File: src/rtl/alu_pkg.sv
`timescale 1ns/1ps
package alu_pkg;

  typedef enum logic [3:0] {
    OP_ADD = 4'd0,
    OP_ADC = 4'd1,
    OP_SUB = 4'd2,
    OP_SBC = 4'd3,
    OP_NEG = 4'd4,
    OP_CMP = 4'd5,
    OP_CMN = 4'd6,
    OP_TST = 4'd7,
    OP_AND = 4'd8,
    OP_EOR = 4'd9,
    OP_ORR = 4'd10,
    OP_BIC = 4'd11,
    OP_MVN = 4'd12,
    OP_MOV = 4'd13,
    OP_MUL = 4'd14,
    OP_NOP = 4'd15
  } alu_op_e;

  typedef enum logic [1:0] {
    CLS_ARITH = 2'd0,
    CLS_LOGIC = 2'd1,
    CLS_NONE  = 2'd2
  } alu_cls_e;

  typedef struct packed {
    logic n;
    logic z;
    logic c;
    logic v;
  } flags_t;

  function automatic alu_cls_e op_class(alu_op_e op);
    unique case (op)
      OP_ADD, OP_ADC, OP_SUB, OP_SBC,
      OP_NEG, OP_CMP, OP_CMN:          return CLS_ARITH;
      OP_NOP:                          return CLS_NONE;
      default:                         return CLS_LOGIC;
    endcase
  endfunction

  function automatic logic op_writes(alu_op_e op);
    return !(op inside {OP_CMP, OP_CMN, OP_TST, OP_NOP});
  endfunction

endpackage

File: src/rtl/alu_arith.sv
`timescale 1ns/1ps
module alu_arith
  import alu_pkg::*;
#(
  parameter int W = 32
) (
  input  alu_op_e        op_i,
  input  logic [W-1:0]   a_i,
  input  logic [W-1:0]   b_i,
  input  logic           c_i,
  output logic [W-1:0]   res_o,
  output logic           c_o,
  output logic           v_o
);

  localparam int MSB = W - 1;

  logic         sub_mode;
  logic         cin_add;
  logic [W-1:0] lhs;
  logic [W-1:0] rhs;
  logic [W:0]   base_sum;

  always_comb begin
    sub_mode = op_i inside {OP_SUB, OP_SBC, OP_NEG, OP_CMP};
    lhs      = (op_i == OP_NEG) ? '0 : a_i;
    // inverted carry folds into the subtrahend before flags are formed
    rhs      = (op_i == OP_SBC) ? b_i + {{(W-1){1'b0}}, ~c_i} : b_i;
    cin_add  = (op_i == OP_ADC) & c_i;
    base_sum = {1'b0, lhs} + {1'b0, rhs};
    if (sub_mode) begin
      res_o = lhs - rhs;
      c_o   = (lhs >= rhs);
      v_o   = (lhs[MSB] != rhs[MSB]) && (res_o[MSB] != lhs[MSB]);
    end else begin
      res_o = base_sum[W-1:0] + {{(W-1){1'b0}}, cin_add};
      // carry taken from operands only, carry-in excluded
      c_o   = base_sum[W];
      v_o   = (lhs[MSB] == rhs[MSB]) && (res_o[MSB] != lhs[MSB]);
    end
  end

endmodule

File: src/rtl/alu_logic.sv
`timescale 1ns/1ps
module alu_logic
  import alu_pkg::*;
#(
  parameter int W     = 32,
  parameter int IMM_W = 8
) (
  input  alu_op_e      op_i,
  input  logic [W-1:0] a_i,
  input  logic [W-1:0] b_i,
  output logic [W-1:0] res_o
);

  localparam logic [W-1:0] IMM_MASK = {{(W-IMM_W){1'b0}}, {IMM_W{1'b1}}};

  logic [W-1:0] prod;

  assign prod = a_i * b_i;

  always_comb begin
    unique case (op_i)
      OP_AND, OP_TST: res_o = a_i & b_i;
      OP_EOR:         res_o = a_i ^ b_i;
      OP_ORR:         res_o = a_i | b_i;
      OP_BIC:         res_o = a_i & ~b_i;
      OP_MVN:         res_o = ~b_i;
      OP_MOV:         res_o = b_i & IMM_MASK;
      OP_MUL:         res_o = prod;
      default:        res_o = '0;
    endcase
  end

endmodule

File: src/rtl/alu_flag_reg.sv
`timescale 1ns/1ps
module alu_flag_reg
  import alu_pkg::*;
(
  input  logic   clk_i,
  input  logic   rst_ni,
  input  logic   en_i,
  input  flags_t d_i,
  output flags_t q_o
);

  always_ff @(posedge clk_i or negedge rst_ni) begin
    if (!rst_ni)   q_o <= '0;
    else if (en_i) q_o <= d_i;
  end

endmodule

File: src/rtl/flag_alu.sv
`timescale 1ns/1ps
module flag_alu
  import alu_pkg::*;
#(
  parameter int W     = 32,
  parameter int IMM_W = 8
) (
  input  logic         clk_i,
  input  logic         rst_ni,
  input  logic [3:0]   op_i,
  input  logic [W-1:0] a_i,
  input  logic [W-1:0] b_i,
  input  logic         flag_en_i,
  output logic [W-1:0] result_o,
  output logic         wr_en_o,
  output logic [3:0]   flags_nxt_o,
  output logic [3:0]   flags_o
);

  alu_op_e      op;
  alu_cls_e     cls;
  flags_t       flags_q;
  flags_t       flags_d;
  logic [W-1:0] arith_res;
  logic [W-1:0] logic_res;
  logic         arith_c;
  logic         arith_v;

  assign op  = alu_op_e'(op_i);
  assign cls = op_class(op);

  alu_arith #(.W(W)) u_arith (
    .op_i  (op),
    .a_i   (a_i),
    .b_i   (b_i),
    .c_i   (flags_q.c),
    .res_o (arith_res),
    .c_o   (arith_c),
    .v_o   (arith_v)
  );

  alu_logic #(.W(W), .IMM_W(IMM_W)) u_logic (
    .op_i  (op),
    .a_i   (a_i),
    .b_i   (b_i),
    .res_o (logic_res)
  );

  always_comb begin
    flags_d  = flags_q;
    result_o = '0;
    unique case (cls)
      CLS_ARITH: begin
        result_o  = arith_res;
        flags_d.n = arith_res[W-1];
        flags_d.z = (arith_res == '0);
        flags_d.c = arith_c;
        flags_d.v = arith_v;
      end
      CLS_LOGIC: begin
        result_o  = logic_res;
        flags_d.n = logic_res[W-1];
        flags_d.z = (logic_res == '0);
      end
      default: ;
    endcase
  end

  assign wr_en_o     = op_writes(op);
  assign flags_nxt_o = flags_d;
  assign flags_o     = flags_q;

  alu_flag_reg u_flags (
    .clk_i  (clk_i),
    .rst_ni (rst_ni),
    .en_i   (flag_en_i),
    .d_i    (flags_d),
    .q_o    (flags_q)
  );

endmodule

File: config.mk
export PLATFORM = sky130hd
export DESIGN_NAME = flag_alu
export DESIGN_NICKNAME = d
export VERILOG_FILES = /design/src/rtl/alu_pkg.sv /design/src/rtl/alu_arith.sv /design/src/rtl/alu_logic.sv /design/src/rtl/alu_flag_reg.sv /design/src/rtl/flag_alu.sv
export SDC_FILE = /design/constraint.sdc
export NUM_CORES = 2
export LEC_CHECK = 0
export BUFFER_PORTS_ARGS = -buffer_cell sky130_fd_sc_hd__buf_2
export CAP_MARGIN = 20
export CORE_MARGIN = 3
export CORE_UTILIZATION = 60
export DETAILED_ROUTE_END_ITERATION = 8
export PLACE_DENSITY = 0.81
export SKIP_LAST_GASP = 1
export SLEW_MARGIN = 5
export SYNTH_ARGS = -nofsm -noshare
export SYNTH_HDL_FRONTEND = slang
export SYNTH_SLANG_ARGS = --single-unit
File: constraint.sdc
create_clock -name clk_i -period 9.2 [get_ports clk_i]
set_input_delay 0.92 -clock clk_i [delete_from_list [all_inputs] [get_ports clk_i]]
set_output_delay 0.92 -clock clk_i [all_outputs]
set_load 0.05 [all_outputs]
==> impl_metrics.toml <==
[drt]
drtPass1Iterations = 6
wl_per_cell_um = 25.1
wl_mm = 99.1
route.detailed.drc = 0
drt_iter0_drc = 2622
via_per_inst = 6.28
ant_nets = 0
via_count = 24829

[sta]
worstMarginPinSlew_ns = 0.948
relSlewSlack_pct = 36.6
period_needed_ns = 9.64
setup_ws_ns = -0.440
grt_setup_unrepaired = "true"
hold_violations = 0
report.final.slew_viol_count = 0
setup_viol = 5
min_period_over_period_pct = 105
skew_ns = 0.000739
fmax_mhz = 104

[clock_tree]
cts.sinks = 4
path_clk_slew_ns = 0.03
tritoncts = "yes"
clock_latency_ns = 0.23
cts_hold_buf = 0
cts-buffers-inserted = 3
htree_levels = 1
root_buffer = "clkbuf_16"
clk_path_buf_depth = 2

[final_layout]
fillCellCount = 2941
regMostFlops = "u_flags.q_o"
largest_reg_flops = 4
final_cell_mix = "inv_1 (488), nor2_1 (399), fa_1 (392)"
post_route_cells_drive_above_1_share_pct = 20.4
nNetsFinal = 4155
final_util_pct = 73.3
reg_top3 = "u_flags.q_o x4"
seqCellArea_um2 = 100
synthToLayoutAreaGrowth_pct = 19.8
multi_input_area_um2 = 21700
layout_commonest_cell = "inv_1"

[die]
fp.dieH_um = 205
ioPinCount = 112
initial_core_util_pct = 61.2
die_area_um2 = 42100
die_w_um = 205
core_um2 = 38900
num_rows = 72

[synth]
ys.flop_type = "dfrtp_1"
yosysWarnings = 0
syn_inst = 3107
synth.avg_cell_area_um2 = 7.66
syn_area_um2 = 23800
ys_seq_area_share_pct = 0.420
synth_edf_count = 0
synth.ff_latch_count = 4
async_reset_ff_share_pct = 100
synth_nets = 3827
synth_cell_types = 102

[global_route]
grt_max_degree = 53
grt_pass1_vias = 24983
grt_pass1_wl_mm = 146
antenna_found_initial = 5
grt_overflow = 0
grt_use_total_pct = 45.8

[hold_path]
hold_class = "primary input to asynchronous set/reset pin"

[setup_path]
crit_fanout = 7
start_kind = "primary input"
critPathTopFamily = "adder cells"
crit_buf_inv = 9
cp-end-kind = "primary output"
slowest_stage = "fa_2"
slowest_delay_ns = 0.64
required_ns = 8.28
setup.worst_path.class = "primary input to primary output"
cpMostUsedCell = "fa_1"
crit_arrival_ns = 8.72

[run_status]
violations = "negative setup slack"
status = "complete, but fails checks"

[placed_design]
routabilityCongestion = 1.05
port_buffers = 111
dp_hpwl_mm = 81.4

[run]
cap_violations = 0
[worst paths after layout]
| check | from | end | slack, ns | cells after the start |
|---|---|---|---|---|
| max reg2reg | u_flags.q_o[1] | u_flags.q_o[2] | 2.20 | 23 |
| min in group clk_i | u_flags.q_o[2] | u_flags.q_o[2] | 0.52 | 2 |
| max | b_i[4] | flags_nxt_o[2] | -0.44 | 32 |
| min reg2reg | u_flags.q_o[2] | u_flags.q_o[2] | 0.52 | 2 |
| min | rst_ni | u_flags.q_o[2] | 0.49 | 1 |
| max in group asynchronous | rst_ni | u_flags.q_o[0] | 8.59 | 1 |
[cells by family after synthesis]
logic type	Yosys count	share of synthesized area (%)
mux	17	0.746
fa+ha+maj	649	47.0
xor+xnor	182	6.73
compound gates	513	14.3
buf+inv	706	11.3
flops	4	0.420
simple gates	1036	19.5
[routing by layer]
layer	up-vias	track usage (%)	wire length (um)
li1	10614	-	-
met1	11992	59.1	35800
met2	1759	71.2	42900
met3	456	12.1	13000
met4	8	23.2	7170
met5	-	0.833	102
[area by class of cell]
type,instances,share of cell area (%)
Multi-Input combinational cell,2397,76.0
Timing Repair Buffer,502,14.0
Inverter,527,7.04
Tap cell,518,2.27
Sequential cell,4,0.351
Clock buffer,3,0.263
Antenna cell,3,0.0263
[cell usage after synthesis (all sizes together), types with 12 or more instances]
cell type | instances | area [um^2]
and3 | 19 | 124
o22ai | 15 | 93.8
xnor2 | 153 | 1350
nand2 | 323 | 1210
nor4 | 18 | 125
inv | 519 | 1950
a21oi | 131 | 656
o21bai | 18 | 135
fa | 410 | 8210
nor3 | 51 | 260
o31ai | 13 | 103
buf | 39 | 180
ha | 239 | 2990
nand3 | 36 | 180
or3 | 22 | 148
a221oi | 12 | 105
o21ai | 117 | 586
clkbuf | 140 | 526
a211oi | 23 | 183
o211ai | 17 | 128
a21o | 24 | 180
nand4 | 20 | 131
nor2b | 17 | 106
nand2b | 28 | 175
xor2 | 29 | 254
nor2 | 437 | 1640
a31oi | 22 | 138
[repair_timing]
action | CTS | global route
cloned | 0 | 0
gates resized for setup | 79 | 143
setup buffers | 15 | 31
endpoints found under the setup margin | 8 | 10
pin swaps | 33 | 84
[stage by stage]
stage	area, um^2	hold slack (ns)	TNS, ns	setup WS [ns]	cells
6_report	28500	0.492	-1.06	-0.440	3954
5_1_grt	28500	0.490	-2.28	-0.638	3952
4_1_cts	27800	0.490	-0.729	-0.267	3926
3_5_place_dp	27200	0.513	-2.52	-0.705	3908
3_3_place_gp	27200	0.496	-1.98	-0.612	3908
2_1_floorplan	23900	0.505	0	0.00632	3107
Power is left out: the tool's default activity adds up to more than one toggle a clock period on the data nets, which glitch-free logic cannot reach.
